**config.mk**
```make
export PLATFORM = sky130hd
export DESIGN_NAME = pgload_top
export DESIGN_NICKNAME = d
export VERILOG_FILES = /design/src/rtl/pgl_pkg.sv /design/src/rtl/pgl_sampler.sv /design/src/rtl/pgl_capture.sv /design/src/rtl/pgl_valid.sv /design/src/rtl/pgl_ctrl.sv /design/src/rtl/pgload_top.sv
export SDC_FILE = /design/constraint.sdc
export NUM_CORES = 1
export LEC_CHECK = 0
export BUFFER_PORTS_ARGS = -buffer_cell sky130_fd_sc_hd__buf_2
export CORE_MARGIN = 10
export CORE_UTILIZATION = 55
export DETAILED_ROUTE_END_ITERATION = 10
export GPL_ROUTABILITY_DRIVEN = 1
export PLACE_DENSITY = 0.79
export SYNTH_ARGS = -nofsm -noshare
export SYNTH_HDL_FRONTEND = slang
export SYNTH_SLANG_ARGS = --single-unit
```
**constraint.sdc**
```tcl
create_clock -name clk -period 3.12 [get_ports clk]
set_clock_uncertainty 0.1 [all_clocks]
set_input_delay 0.78 -clock clk [delete_from_list [all_inputs] [get_ports clk]]
set_output_delay 0.78 -clock clk [all_outputs]
set_load 0.02 [all_outputs]
```
**src/rtl/pgl_pkg.sv**
```systemverilog
package pgl_pkg;

   typedef enum logic [1:0] {
      ST_IDLE = 2'd0,
      ST_LOAD = 2'd1,
      ST_PROG = 2'd2
   } pgl_state_e;

   function automatic int unsigned cnt_width(input int unsigned limit);
      return (limit < 2) ? 1 : $clog2(limit);
   endfunction

endpackage

```
**src/rtl/pgl_sampler.sv**
```systemverilog
module pgl_sampler #(
   parameter int unsigned W      = 8,
   parameter int unsigned STAGES = 2
) (
   input  logic         clk,
   input  logic         rst_n,
   input  logic [W-1:0] d,
   output logic [W-1:0] q
);

   generate
      if (STAGES == 0) begin : g_bypass
         assign q = d;
      end else begin : g_pipe
         logic [W-1:0] pipe_q [STAGES];
         always_ff @(posedge clk or negedge rst_n) begin
            if (!rst_n) begin
               for (int i = 0; i < STAGES; i++) pipe_q[i] <= '0;
            end else begin
               pipe_q[0] <= d;
               for (int i = 1; i < STAGES; i++) pipe_q[i] <= pipe_q[i-1];
            end
         end
         assign q = pipe_q[STAGES-1];
      end
   endgenerate

endmodule

```
**src/rtl/pgl_capture.sv**
```systemverilog
module pgl_capture #(
   parameter int unsigned ADDR_W = 15,
   parameter int unsigned DATA_W = 8
) (
   input  logic              clk,
   input  logic              rst_n,
   input  logic              act_s,
   input  logic [ADDR_W-1:0] addr_s,
   input  logic [DATA_W-1:0] din_s,
   input  logic              busy,
   output logic              wr_evt,
   output logic              act_o,
   output logic [ADDR_W-1:0] addr_cap,
   output logic [DATA_W-1:0] data_cap
);

   logic act_d;
   logic armed_q;
   logic st_evt;
   logic end_evt;

   assign st_evt  = act_s & ~act_d;
   assign end_evt = act_d & ~act_s;
   assign wr_evt  = end_evt & armed_q;
   assign act_o   = act_s;

   always_ff @(posedge clk or negedge rst_n) begin
      if (!rst_n) begin
         act_d    <= 1'b0;
         armed_q  <= 1'b0;
         addr_cap <= '0;
         data_cap <= '0;
      end else begin
         act_d <= act_s;
         if (st_evt) begin
            addr_cap <= addr_s;
            armed_q  <= ~busy;
         end else if (end_evt) begin
            armed_q  <= 1'b0;
         end
         if (act_s) data_cap <= din_s;
      end
   end


   wr_single_chk: assert property (@(posedge clk) disable iff (!rst_n)
      wr_evt |=> !wr_evt);

endmodule

```
**src/rtl/pgl_valid.sv**
```systemverilog
module pgl_valid #(
   parameter int unsigned ENTRIES = 64,
   parameter int unsigned IDX_W   = 6
) (
   input  logic               clk,
   input  logic               rst_n,
   input  logic               set_en,
   input  logic [IDX_W-1:0]   set_idx,
   input  logic               clr,
   output logic [ENTRIES-1:0] valid
);

   generate
      for (genvar g = 0; g < ENTRIES; g++) begin : g_flag
         always_ff @(posedge clk or negedge rst_n) begin
            if (!rst_n)                               valid[g] <= 1'b0;
            else if (clr)                             valid[g] <= 1'b0;
            else if (set_en && set_idx == IDX_W'(g))  valid[g] <= 1'b1;
         end
      end
   endgenerate


   clear_all_chk: assert property (@(posedge clk) disable iff (!rst_n)
      clr |=> (valid == '0));

endmodule

```
**src/rtl/pgl_ctrl.sv**
```systemverilog
module pgl_ctrl
   import pgl_pkg::*;
#(
   parameter int unsigned PAGE_W   = 9,
   parameter int unsigned LOAD_CYC = 150,
   parameter int unsigned PROG_CYC = 5000
) (
   input  logic              clk,
   input  logic              rst_n,
   input  logic              wr_evt,
   input  logic              act,
   input  logic [PAGE_W-1:0] wr_page,
   output logic              prog_start,
   output logic [PAGE_W-1:0] prog_page,
   output logic              busy,
   output logic              clr
);

   localparam int unsigned LW = cnt_width(LOAD_CYC);
   localparam int unsigned PW = cnt_width(PROG_CYC);
   localparam logic [LW-1:0] LOAD_LAST = LW'(LOAD_CYC - 1);
   localparam logic [PW-1:0] PROG_LAST = PW'(PROG_CYC - 1);

   pgl_state_e        state_q;
   logic [LW-1:0]     lcnt_q;
   logic [PW-1:0]     pcnt_q;
   logic [PAGE_W-1:0] first_q;
   logic              rej_q;
   logic              load_exp;

   assign load_exp = (state_q == ST_LOAD) && !wr_evt && !act && (lcnt_q == LOAD_LAST);
   assign busy     = (state_q == ST_PROG);
   assign clr      = (load_exp && rej_q) ||
                     ((state_q == ST_PROG) && (pcnt_q == PROG_LAST));

   always_ff @(posedge clk or negedge rst_n) begin
      if (!rst_n) begin
         state_q    <= ST_IDLE;
         lcnt_q     <= '0;
         pcnt_q     <= '0;
         first_q    <= '0;
         rej_q      <= 1'b0;
         prog_start <= 1'b0;
         prog_page  <= '0;
      end else begin
         prog_start <= 1'b0;
         unique case (state_q)
            ST_IDLE: begin
               if (wr_evt) begin
                  first_q <= wr_page;
                  rej_q   <= 1'b0;
                  lcnt_q  <= '0;
                  state_q <= ST_LOAD;
               end
            end
            ST_LOAD: begin
               if (wr_evt) begin
                  lcnt_q <= '0;
                  if (wr_page != first_q) rej_q <= 1'b1;
               end else if (act) begin
                  lcnt_q <= '0;
               end else if (load_exp) begin
                  if (rej_q) begin
                     state_q <= ST_IDLE;
                  end else begin
                     state_q    <= ST_PROG;
                     pcnt_q     <= '0;
                     prog_start <= 1'b1;
                     prog_page  <= first_q;
                  end
               end else begin
                  lcnt_q <= lcnt_q + 1'b1;
               end
            end
            ST_PROG: begin
               if (pcnt_q == PROG_LAST) state_q <= ST_IDLE;
               else                     pcnt_q  <= pcnt_q + 1'b1;
            end
            default: state_q <= ST_IDLE;
         endcase
      end
   end


   busy_entry_chk: assert property (@(posedge clk) disable iff (!rst_n)
      $rose(busy) |-> prog_start);


   start_pulse_chk: assert property (@(posedge clk) disable iff (!rst_n)
      prog_start |=> !prog_start);


   no_session_in_prog_chk: assert property (@(posedge clk) disable iff (!rst_n)
      busy |-> !wr_evt);

endmodule

```
**src/rtl/pgload_top.sv**
```systemverilog
module pgload_top
   import pgl_pkg::*;
#(
   parameter int unsigned ADDR_W      = 15,
   parameter int unsigned DATA_W      = 8,
   parameter int unsigned PAGE_BYTES  = 64,
   parameter int unsigned LOAD_CYC    = 150,
   parameter int unsigned PROG_CYC    = 5000,
   parameter int unsigned SYNC_STAGES = 2,
   localparam int unsigned IDX_W      = $clog2(PAGE_BYTES),
   localparam int unsigned PAGE_W     = ADDR_W - IDX_W
) (
   input  logic                  clk,
   input  logic                  rst_n,
   input  logic                  ce_n,
   input  logic                  we_n,
   input  logic                  oe_n,
   input  logic [ADDR_W-1:0]     addr,
   input  logic [DATA_W-1:0]     din,
   output logic                  buf_we,
   output logic [IDX_W-1:0]      buf_idx,
   output logic [DATA_W-1:0]     buf_data,
   output logic                  prog_start,
   output logic [PAGE_W-1:0]     prog_page,
   output logic [PAGE_BYTES-1:0] prog_mask,
   output logic                  busy
);

   localparam int unsigned SW = 1 + ADDR_W + DATA_W;

   generate
      if (PAGE_BYTES != (1 << IDX_W)) begin : g_bad_page
         $error("PAGE_BYTES must be a power of two");
      end
      if (ADDR_W <= IDX_W) begin : g_bad_addr
         $error("ADDR_W must exceed the entry index width");
      end
      if (LOAD_CYC < 2 || PROG_CYC < 2) begin : g_bad_cyc
         $error("LOAD_CYC and PROG_CYC must be at least 2");
      end
   endgenerate

   logic              act_raw;
   logic [SW-1:0]     smp_d, smp_q;
   logic              act_s;
   logic [ADDR_W-1:0] addr_s;
   logic [DATA_W-1:0] din_s;
   logic              wr_evt;
   logic              act_c;
   logic [ADDR_W-1:0] addr_cap;
   logic [DATA_W-1:0] data_cap;
   logic              clr;

   assign act_raw = ~ce_n & ~we_n & oe_n;
   assign smp_d   = {act_raw, addr, din};
   assign {act_s, addr_s, din_s} = smp_q;

   pgl_sampler #(.W(SW), .STAGES(SYNC_STAGES)) sampler_i (
      .clk   (clk),
      .rst_n (rst_n),
      .d     (smp_d),
      .q     (smp_q)
   );

   pgl_capture #(.ADDR_W(ADDR_W), .DATA_W(DATA_W)) capture_i (
      .clk      (clk),
      .rst_n    (rst_n),
      .act_s    (act_s),
      .addr_s   (addr_s),
      .din_s    (din_s),
      .busy     (busy),
      .wr_evt   (wr_evt),
      .act_o    (act_c),
      .addr_cap (addr_cap),
      .data_cap (data_cap)
   );

   assign buf_we   = wr_evt;
   assign buf_idx  = addr_cap[IDX_W-1:0];
   assign buf_data = data_cap;

   pgl_ctrl #(.PAGE_W(PAGE_W), .LOAD_CYC(LOAD_CYC), .PROG_CYC(PROG_CYC)) ctrl_i (
      .clk        (clk),
      .rst_n      (rst_n),
      .wr_evt     (wr_evt),
      .act        (act_c),
      .wr_page    (addr_cap[ADDR_W-1:IDX_W]),
      .prog_start (prog_start),
      .prog_page  (prog_page),
      .busy       (busy),
      .clr        (clr)
   );

   pgl_valid #(.ENTRIES(PAGE_BYTES), .IDX_W(IDX_W)) valid_i (
      .clk     (clk),
      .rst_n   (rst_n),
      .set_en  (wr_evt),
      .set_idx (addr_cap[IDX_W-1:0]),
      .clr     (clr),
      .valid   (prog_mask)
   );


   no_write_busy_chk: assert property (@(posedge clk) disable iff (!rst_n)
      busy |-> !buf_we);


   mask_clear_chk: assert property (@(posedge clk) disable iff (!rst_n)
      $fell(busy) |-> (prog_mask == '0));


   mask_nonempty_chk: assert property (@(posedge clk) disable iff (!rst_n)
      prog_start |-> (prog_mask != '0));


   mask_sets_chk: assert property (@(posedge clk) disable iff (!rst_n)
      buf_we |=> prog_mask[$past(buf_idx)]);

endmodule

```
Word level (Yosys, flattened, before mapping)
Cells that the tools add are included.
{ "word_totals": {"register_bits": 180, "latch_bits": 0, "ram_bits": 0, "romBits": 0, "out_inout_bits": 90, "word_cells": 473, "n_memories": 0} }
{ "op_classes": {"n_addsub": 2, "mul": 0, "div": 0, "magnitude_cmp": 0, "n_eq_ne": 78, "n_shift": 0, "muxes": 157, "n_bitwise": 12, "reduce_logical": 147} }
{ "op_table": {"columns": ["cell", "n"], "rows": [
  ["== test 6 bit, second input constant", 32],
  ["two-way mux 1 bit", 138],
  ["nonzero test 2 bit", 67],
  ["== test 6 x 5 -> 1 bit, second input constant", 16],
  ["logical AND 1 bit", 69],
  ["two-way mux 13 bit", 5],
  ["== test 6 x 4 -> 1 bit, second input constant", 8],
  ["two-way mux 8 bit", 4],
  ["case mux 13 bit (2 select lines)", 1],
  ["== test 6 x 3 -> 1 bit, second input constant", 4],
  ["case mux 8 bit (2 select lines)", 1],
  ["adder 13 x 1 -> 13 bit, second input constant", 1],
  ["== test 13 bit, second input constant", 1],
  ["== test 6 x 2 -> 1 bit, second input constant", 2],
  ["two-way mux 2 bit", 6],
  ["inequality test 2 bit, second input constant", 5],
  ["AND reduction 5 bit", 2],
  ["inequality test 9 bit", 1],
  ["adder 8 x 1 -> 8 bit, second input constant", 1],
  ["== test 8 bit, second input constant", 1],
  ["inequality test 2 x 1 -> 1 bit, second input constant", 4],
  ["NOT 1 bit", 7],
  ["== test 6 x 1 -> 1 bit, second input constant", 1],
  ["logical NOT 6 bit", 1],
  ["other kinds (13)", 18]
]} }

Logic depth before layout (Yosys ltp)
{ "depth": {"depth_word": 11, "ltp_mapped": 10, "ltp_nobuf": 7} }

By module
A second synthesis with hierarchy kept.
{ "unflattened": {"hier_cells": 554, "hier_area_um2": 7121.8} }
{ "modules_own_cells": {"columns": ["mod", "n_inst", "cells_each", "area_per_inst_um2"], "rows": [
  ["pgl_valid", 1, 230, 2588.7],
  ["pgl_ctrl", 1, 191, 2119.5],
  ["pgl_sampler", 1, 72, 1381.3],
  ["pgl_capture", 1, 60, 1019.7],
  ["pgload_top", 1, 1, 12.5]
]} }

Worst setup path after synthesis
No wires, ideal clock.
{ "synth_path": {"path_type": "reg2reg", "from": "reg sampler_i.g_pipe.pipe_q (netlist bit sampler_i.q[23])", "to": "reg ctrl_i.prog_page[4]", "arrival_time_ps": 2600, "t_required_ps": 2893, "path_slack_ps": 293, "path_stages_with_launch": 10, "path_buffers": 2, "period_less_slack_ps": 2827, "path_cell_list": "dfrtp_1 -> clkbuf_1 -> inv_1 -> ha_1 -> nand2_1 -> inv_1 -> or4_4 -> nor2_4 -> buf_6 -> mux2_1"} }
{ "synth_via": {"elab_chain_cells": 8} }
{ "synth_lines": {"columns": ["item", "line_no", "text"], "rows": [
  ["start: declaration", "pgl_sampler.sv:15", "logic [W-1:0] pipe_q [STAGES];"],
  ["NOT 1 bit (no line) (*)", null, null],
  ["AND 1 bit (*)", "pgl_capture.sv:23", "assign end_evt = act_d & ~act_s;"],
  ["AND 1 bit (*)", "pgl_capture.sv:24", "assign wr_evt = end_evt & armed_q;"],
  ["net buf_we", "pgload_top.sv:20", "output logic buf_we,"],
  ["logical NOT 1 bit", "pgl_ctrl.sv:31", "assign load_exp = (state_q == ST_LOAD) && !wr_evt && !act && (lcnt_q == LOAD_LAST);"],
  ["logical AND 1 bit (3 in series)", "pgl_ctrl.sv:31", null],
  ["AND reduction 5 bit (no line) (*)", null, null],
  ["end signal: assignment", "pgl_ctrl.sv:69", "prog_page <= first_q;"],
  ["end: declaration", "pgl_ctrl.sv:14", "output logic [PAGE_W-1:0] prog_page,"]
]} }
The timed path passes the listed nets; every way through them passes the cells marked *.
A chain may end at the register's enable or synchronous reset.

Worst setup path in the final report
{ "layout_path": {"from": "reg ctrl_i.state_q[1]", "to": "out busy"} }
{ "layout_via": {"elab_chain_cells": 1} }
{ "layout_lines": {"columns": ["item", "line_no", "text"], "rows": [
  ["start: declaration", "pgl_ctrl.sv:24", "pgl_state_e state_q;"],
  ["start signal: assignment", "pgl_ctrl.sv:38", "state_q <= ST_IDLE;"],
  ["start signal: assignment", "pgl_ctrl.sv:53", "state_q <= ST_LOAD;"],
  ["start signal: assignment", "pgl_ctrl.sv:64", "state_q <= ST_IDLE;"],
  ["== test 2 bit", "pgl_ctrl.sv:32", "assign busy = (state_q == ST_PROG);"],
  ["end: declaration", "pgload_top.sv:26", "output logic busy"]
]} }
No other way between the ends.

==> flow_summary.html <==
<table>
<tr><th>Metric</th><th>Value</th></tr>
<tr><th colspan="2">Critical path</th></tr>
<tr><td>Critical path required time</td><td>2240 ps</td></tr>
<tr><td>Capture instance of the worst register-to-register path</td><td>ctrl_i.prog_page[0]</td></tr>
<tr><td>Buffer and inverter count on the worst path</td><td>2</td></tr>
<tr><td>WP depth</td><td>3</td></tr>
<tr><td>Endpoint arrival time on the critical path</td><td>1700 ps</td></tr>
<tr><td>Slack of the worst reg-to-reg path</td><td>640 ps</td></tr>
<tr><td>Worst Setup End Kind</td><td>output port</td></tr>
<tr><td>Max stage delay on crit path</td><td>500 ps</td></tr>
<tr><td>Depth of the worst register-to-register path</td><td>8</td></tr>
<tr><td>Category of the worst setup path launch point</td><td>flop</td></tr>
<tr><td>Crit path to</td><td>busy</td></tr>
<tr><td>CP top delay family</td><td>flip-flops</td></tr>
<tr><td>Cell with the biggest individual delay on the critical path</td><td>sky130_fd_sc_hd__dfrtp_1</td></tr>
<tr><td>Worst setup path start</td><td>ctrl_i.state_q[1]</td></tr>
<tr><td>Cells traversed along the worst timing path</td><td>nand2b_1, inv_1, buf_2</td></tr>
<tr><td>Critical path class</td><td>flop to output port</td></tr>
<tr><td>Beginning of the worst register-to-register path</td><td>sampler_i.q[23]</td></tr>
<tr><td>Peak fanout along the critical path</td><td>10</td></tr>
<tr><th colspan="2">Logic synthesis</th></tr>
<tr><td>Cell with the most instances after synthesis</td><td>sky130_fd_sc_hd__dfrtp_1</td></tr>
<tr><td>Most common library cells after synthesis</td><td>180 x sky130_fd_sc_hd__dfrtp_1, 82 x sky130_fd_sc_hd__nor2_1, 74 x sky130_fd_sc_hd__a21oi_1, 38 x sky130_fd_sc_hd__mux2_2</td></tr>
<tr><td>Gate Count Post-Synth</td><td>535</td></tr>
<tr><td>Simple-Gate Fraction of Synth Area</td><td>10.8%</td></tr>
<tr><td>Nets in the synthesized netlist</td><td>568</td></tr>
<tr><td>Post-Synth XOR/XNOR Area</td><td>1.83%</td></tr>
<tr><td>Sequential cell area fraction in the yosys report</td><td>67.2%</td></tr>
<tr><td>Mapped Avg Cell Area</td><td>12.5 µm²</td></tr>
<tr><td>Fraction of registers with async set or reset after synthesis</td><td>100%</td></tr>
<tr><td>Multiplexer area fraction after synthesis</td><td>7.37%</td></tr>
<tr><td>Register bit total from synthesis</td><td>180</td></tr>
<tr><td>Ys flop type</td><td>sky130_fd_sc_hd__dfrtp_1</td></tr>
<tr><td>Leading area contributor after synthesis</td><td>sky130_fd_sc_hd__dfrtp_1</td></tr>
<tr><td>Yosys Warn Count</td><td>0</td></tr>
<tr><td>Fraction of the mapped netlist area in adder cells</td><td>0.933%</td></tr>
<tr><td>Dominant cells by area after synthesis</td><td>sky130_fd_sc_hd__dfrtp_1 67%, sky130_fd_sc_hd__mux2_2 6.4%, sky130_fd_sc_hd__a21oi_1 5.5%</td></tr>
<tr><td>Count of unique library cells instantiated by Yosys</td><td>50</td></tr>
<tr><td>Cell area after synthesis</td><td>0.00671 mm²</td></tr>
<tr><td>Combinational family with the most area after synthesis</td><td>simple AND/OR/NAND/NOR gates</td></tr>
<tr><td>Compound-cell area share of the yosys netlist</td><td>8.66%</td></tr>
<tr><td>Post-synth EDFFs</td><td>0</td></tr>
<tr><td>Share of Yosys cell area claimed by the top area cell type</td><td>67.2%</td></tr>
<tr><th colspan="2">Clock tree</th></tr>
<tr><td>Count of instances resized after the clock tree is built</td><td>0</td></tr>
<tr><td>Clock input transition at the sequential cells of the worst setup and hold paths</td><td>70 ps</td></tr>
<tr><td>Clock net sink count</td><td>180</td></tr>
<tr><td>Number of H-tree branching levels</td><td>4</td></tr>
<tr><td>Clk root buf</td><td>sky130_fd_sc_hd__clkbuf_16</td></tr>
<tr><td>Number of buffers on the longest clock path</td><td>2</td></tr>
<tr><td>TritonCTS clock tree</td><td>done</td></tr>
<tr><td>Setup repair bufs after CTS</td><td>0</td></tr>
<tr><td>Quantity of hold-fixing buffers added after cts</td><td>0</td></tr>
<tr><td>Worst-skew pair later-pin latency</td><td>430 ps</td></tr>
<tr><td>Number of buffers inserted during clock tree synthesis</td><td>17</td></tr>
<tr><th colspan="2">Route</th></tr>
<tr><td>First-pass iteration count of the detailed router</td><td>4</td></tr>
<tr><td>Post-detailed-route wirelength per cell</td><td>18.5 µm</td></tr>
<tr><td>DR iter-0 viols</td><td>424</td></tr>
<tr><td>Routed wire length</td><td>15.1 mm</td></tr>
<tr><td>Vias per Instance</td><td>5.68</td></tr>
<tr><td>Antenna Nets Post-Route</td><td>0</td></tr>
<tr><td>DRC violation count after routing</td><td>0</td></tr>
<tr><td>Via count</td><td>4636</td></tr>
<tr><th colspan="2">Place</th></tr>
<tr><td>Pre-CTS worst setup slack</td><td>672 ps</td></tr>
<tr><td>Routability-driven placement congestion ratio</td><td>0.861</td></tr>
<tr><td>Port Buffer Count</td><td>117</td></tr>
<tr><td>Placed wire-length estimate</td><td>10.4 mm</td></tr>
<tr><td>Post-Place Cells</td><td>784</td></tr>
<tr><th colspan="2">Timing</th></tr>
<tr><td>Worst-case setup margin in the final layout</td><td>536 ps</td></tr>
<tr><td>Highest Clock Rate</td><td>387 MHz</td></tr>
<tr><td>Final count of negative-setup-slack endpoints</td><td>0</td></tr>
<tr><td>Final Cycle Share</td><td>82.8%</td></tr>
<tr><td>Number of hold-slack violations in the final timing report</td><td>0</td></tr>
<tr><td>Setup repair after global routing missed its margin</td><td>no</td></tr>
<tr><td>Number of max-slew violations in the final report</td><td>0</td></tr>
<tr><td>Final Critical Period</td><td>2580 ps</td></tr>
<tr><td>Slew at the pin with the worst max-slew slack</td><td>939 ps</td></tr>
<tr><td>Worst slew margin</td><td>37.1%</td></tr>
<tr><td>Total negative slack for setup checks</td><td>0 ps</td></tr>
<tr><th colspan="2">Final layout</th></tr>
<tr><td>Area growth from synthesis to layout</td><td>19.5%</td></tr>
<tr><td>Antenna Diode Count</td><td>0</td></tr>
<tr><td>Post-Layout Cell Count</td><td>816</td></tr>
<tr><td>Final design utilization</td><td>67.0%</td></tr>
<tr><td>Share of final-layout standard cells stronger than drive strength 1</td><td>30.8%</td></tr>
<tr><td>Post-layout net count</td><td>689</td></tr>
<tr><th colspan="2">GRT</th></tr>
<tr><td>Remaining global-route overflow</td><td>0</td></tr>
<tr><td>Total Routing Usage GR</td><td>18.3%</td></tr>
<tr><td>Via count of the first global-routing pass</td><td>4772</td></tr>
<tr><td>Largest net degree at the start of global routing</td><td>71</td></tr>
<tr><td>Wire length of the first global-routing pass</td><td>24.3 mm</td></tr>
<tr><td>Number of antenna violations at the first check in global routing</td><td>0</td></tr>
<tr><th colspan="2">Floorplan</th></tr>
<tr><td>Total die area</td><td>0.0170 mm²</td></tr>
<tr><td>Starting density of the core</td><td>56.1%</td></tr>
<tr><td>Y dimension of the die</td><td>130 µm</td></tr>
<tr><td>Width of the die</td><td>130 µm</td></tr>
<tr><td>Rows</td><td>40</td></tr>
<tr><td>CORE AREA</td><td>0.0120 mm²</td></tr>
<tr><td>I/O pin total</td><td>118</td></tr>
<tr><th colspan="2">Power and ir drop</th></tr>
<tr><td>Pwr dens</td><td>660 mW/mm²</td></tr>
<tr><td>Post-layout power</td><td>5.29 mW</td></tr>
<tr><td>Worst supply voltage drop on vdd</td><td>0.000620 V</td></tr>
<tr><td>Static leakage power</td><td>4.04 nW</td></tr>
<tr><th colspan="2">Job</th></tr>
<tr><td>Max_cap viols</td><td>0</td></tr>
<tr><th colspan="2">Hold path</th></tr>
<tr><td>Hold crit path type</td><td>primary input to async pin</td></tr>
<tr><th colspan="2">Outcome</th></tr>
<tr><td>Status</td><td>finished, final reports clean</td></tr>
</table>
==> cells by family after synthesis <==
family / count (synthesis)
AND/OR/NAND/NOR: 152
adder cells (fa/ha/maj): 5
multiplexers: 44
buffers and inverters: 37
AO/OA/AOI/OAI: 103
flip-flops: 180
XOR/XNOR: 14
==> worst min path at each step <==
| stage | from | end | slack [ps] |
|---|---|---|---|
| finish | rst_n | capture_i.addr_cap[9] | 240 |
| global route | sampler_i.g_pipe.pipe_q[40] | sampler_i.q[16] | 250 |
| CTS | sampler_i.g_pipe.pipe_q[35] | sampler_i.q[11] | 250 |
| detailed placement | sampler_i.g_pipe.pipe_q[39] | sampler_i.q[15] | 230 |
| global placement | sampler_i.g_pipe.pipe_q[42] | sampler_i.q[18] | 230 |
| floorplan | sampler_i.g_pipe.pipe_q[24] | sampler_i.q[0] | 230 |
==> where the power goes <==
group | switching, mW | total, mW | internal, mW
Sequential | 0.164 | 2.67 | 2.50
Combinational | 0.320 | 0.546 | 0.226
Clock | 0.996 | 2.07 | 1.08
==> cells in the final DEF, fill, tap and decap left out, drive strengths merged, types with 6 or more instances in the layout <==
cell type | Yosys | final
inv | 14 | 25
nor2 | 83 | 83
buf | 15 | 125
xnor2 | 13 | 13
clkbuf | 8 | 17
nor3 | 12 | 12
nand2b | 7 | 7
a31oi | 6 | 6
dfrtp | 180 | 180
mux2 | 43 | 43
a21oi | 74 | 74
nor4 | 6 | 6
nand2 | 14 | 14
o21ai | 10 | 10
nand3 | 6 | 6
==> metrics by stage <==
stage	cell area, µm²	hold slack (ps)
final	8010	241
after global routing	8010	254
after CTS	8010	250
after detailed placement	7430	235
after global placement	7430	232
after floorplan	6710	231
==> flip-flops by register name, indices dropped and copies added (netlist names) <==
signal / count
valid_i.valid: 64
sampler_i.g_pipe.pipe_q: 24
sampler_i.q: 24
capture_i.addr_cap: 15
ctrl_i.pcnt_q: 13
ctrl_i.first_q: 9
ctrl_i.prog_page: 9
capture_i.data_cap: 8
ctrl_i.lcnt_q: 8
ctrl_i.state_q: 2
capture_i.act_d: 1
capture_i.armed_q: 1
ctrl_i.prog_start: 1
ctrl_i.rej_q: 1
==> per-layer routing <==
metal	wire (µm)	GRT usage, %	vias to the layer above
li1	-	-	2093
met1	6130	22.7	2337
met2	7600	29.3	181
met3	1060	6.29	25
met4	323	6.93	0
met5	0	0	-
==> cell type report <==
cell class	count	area (µm²)
inverter	14	52.6
clock inverter	15	156
multi-input combinational	318	2000
timing repair buffer	125	689
clock buffer	17	425
tap	147	184
sequential	180	4500
fill	805	3950
(Power assumes the default switching activity.)
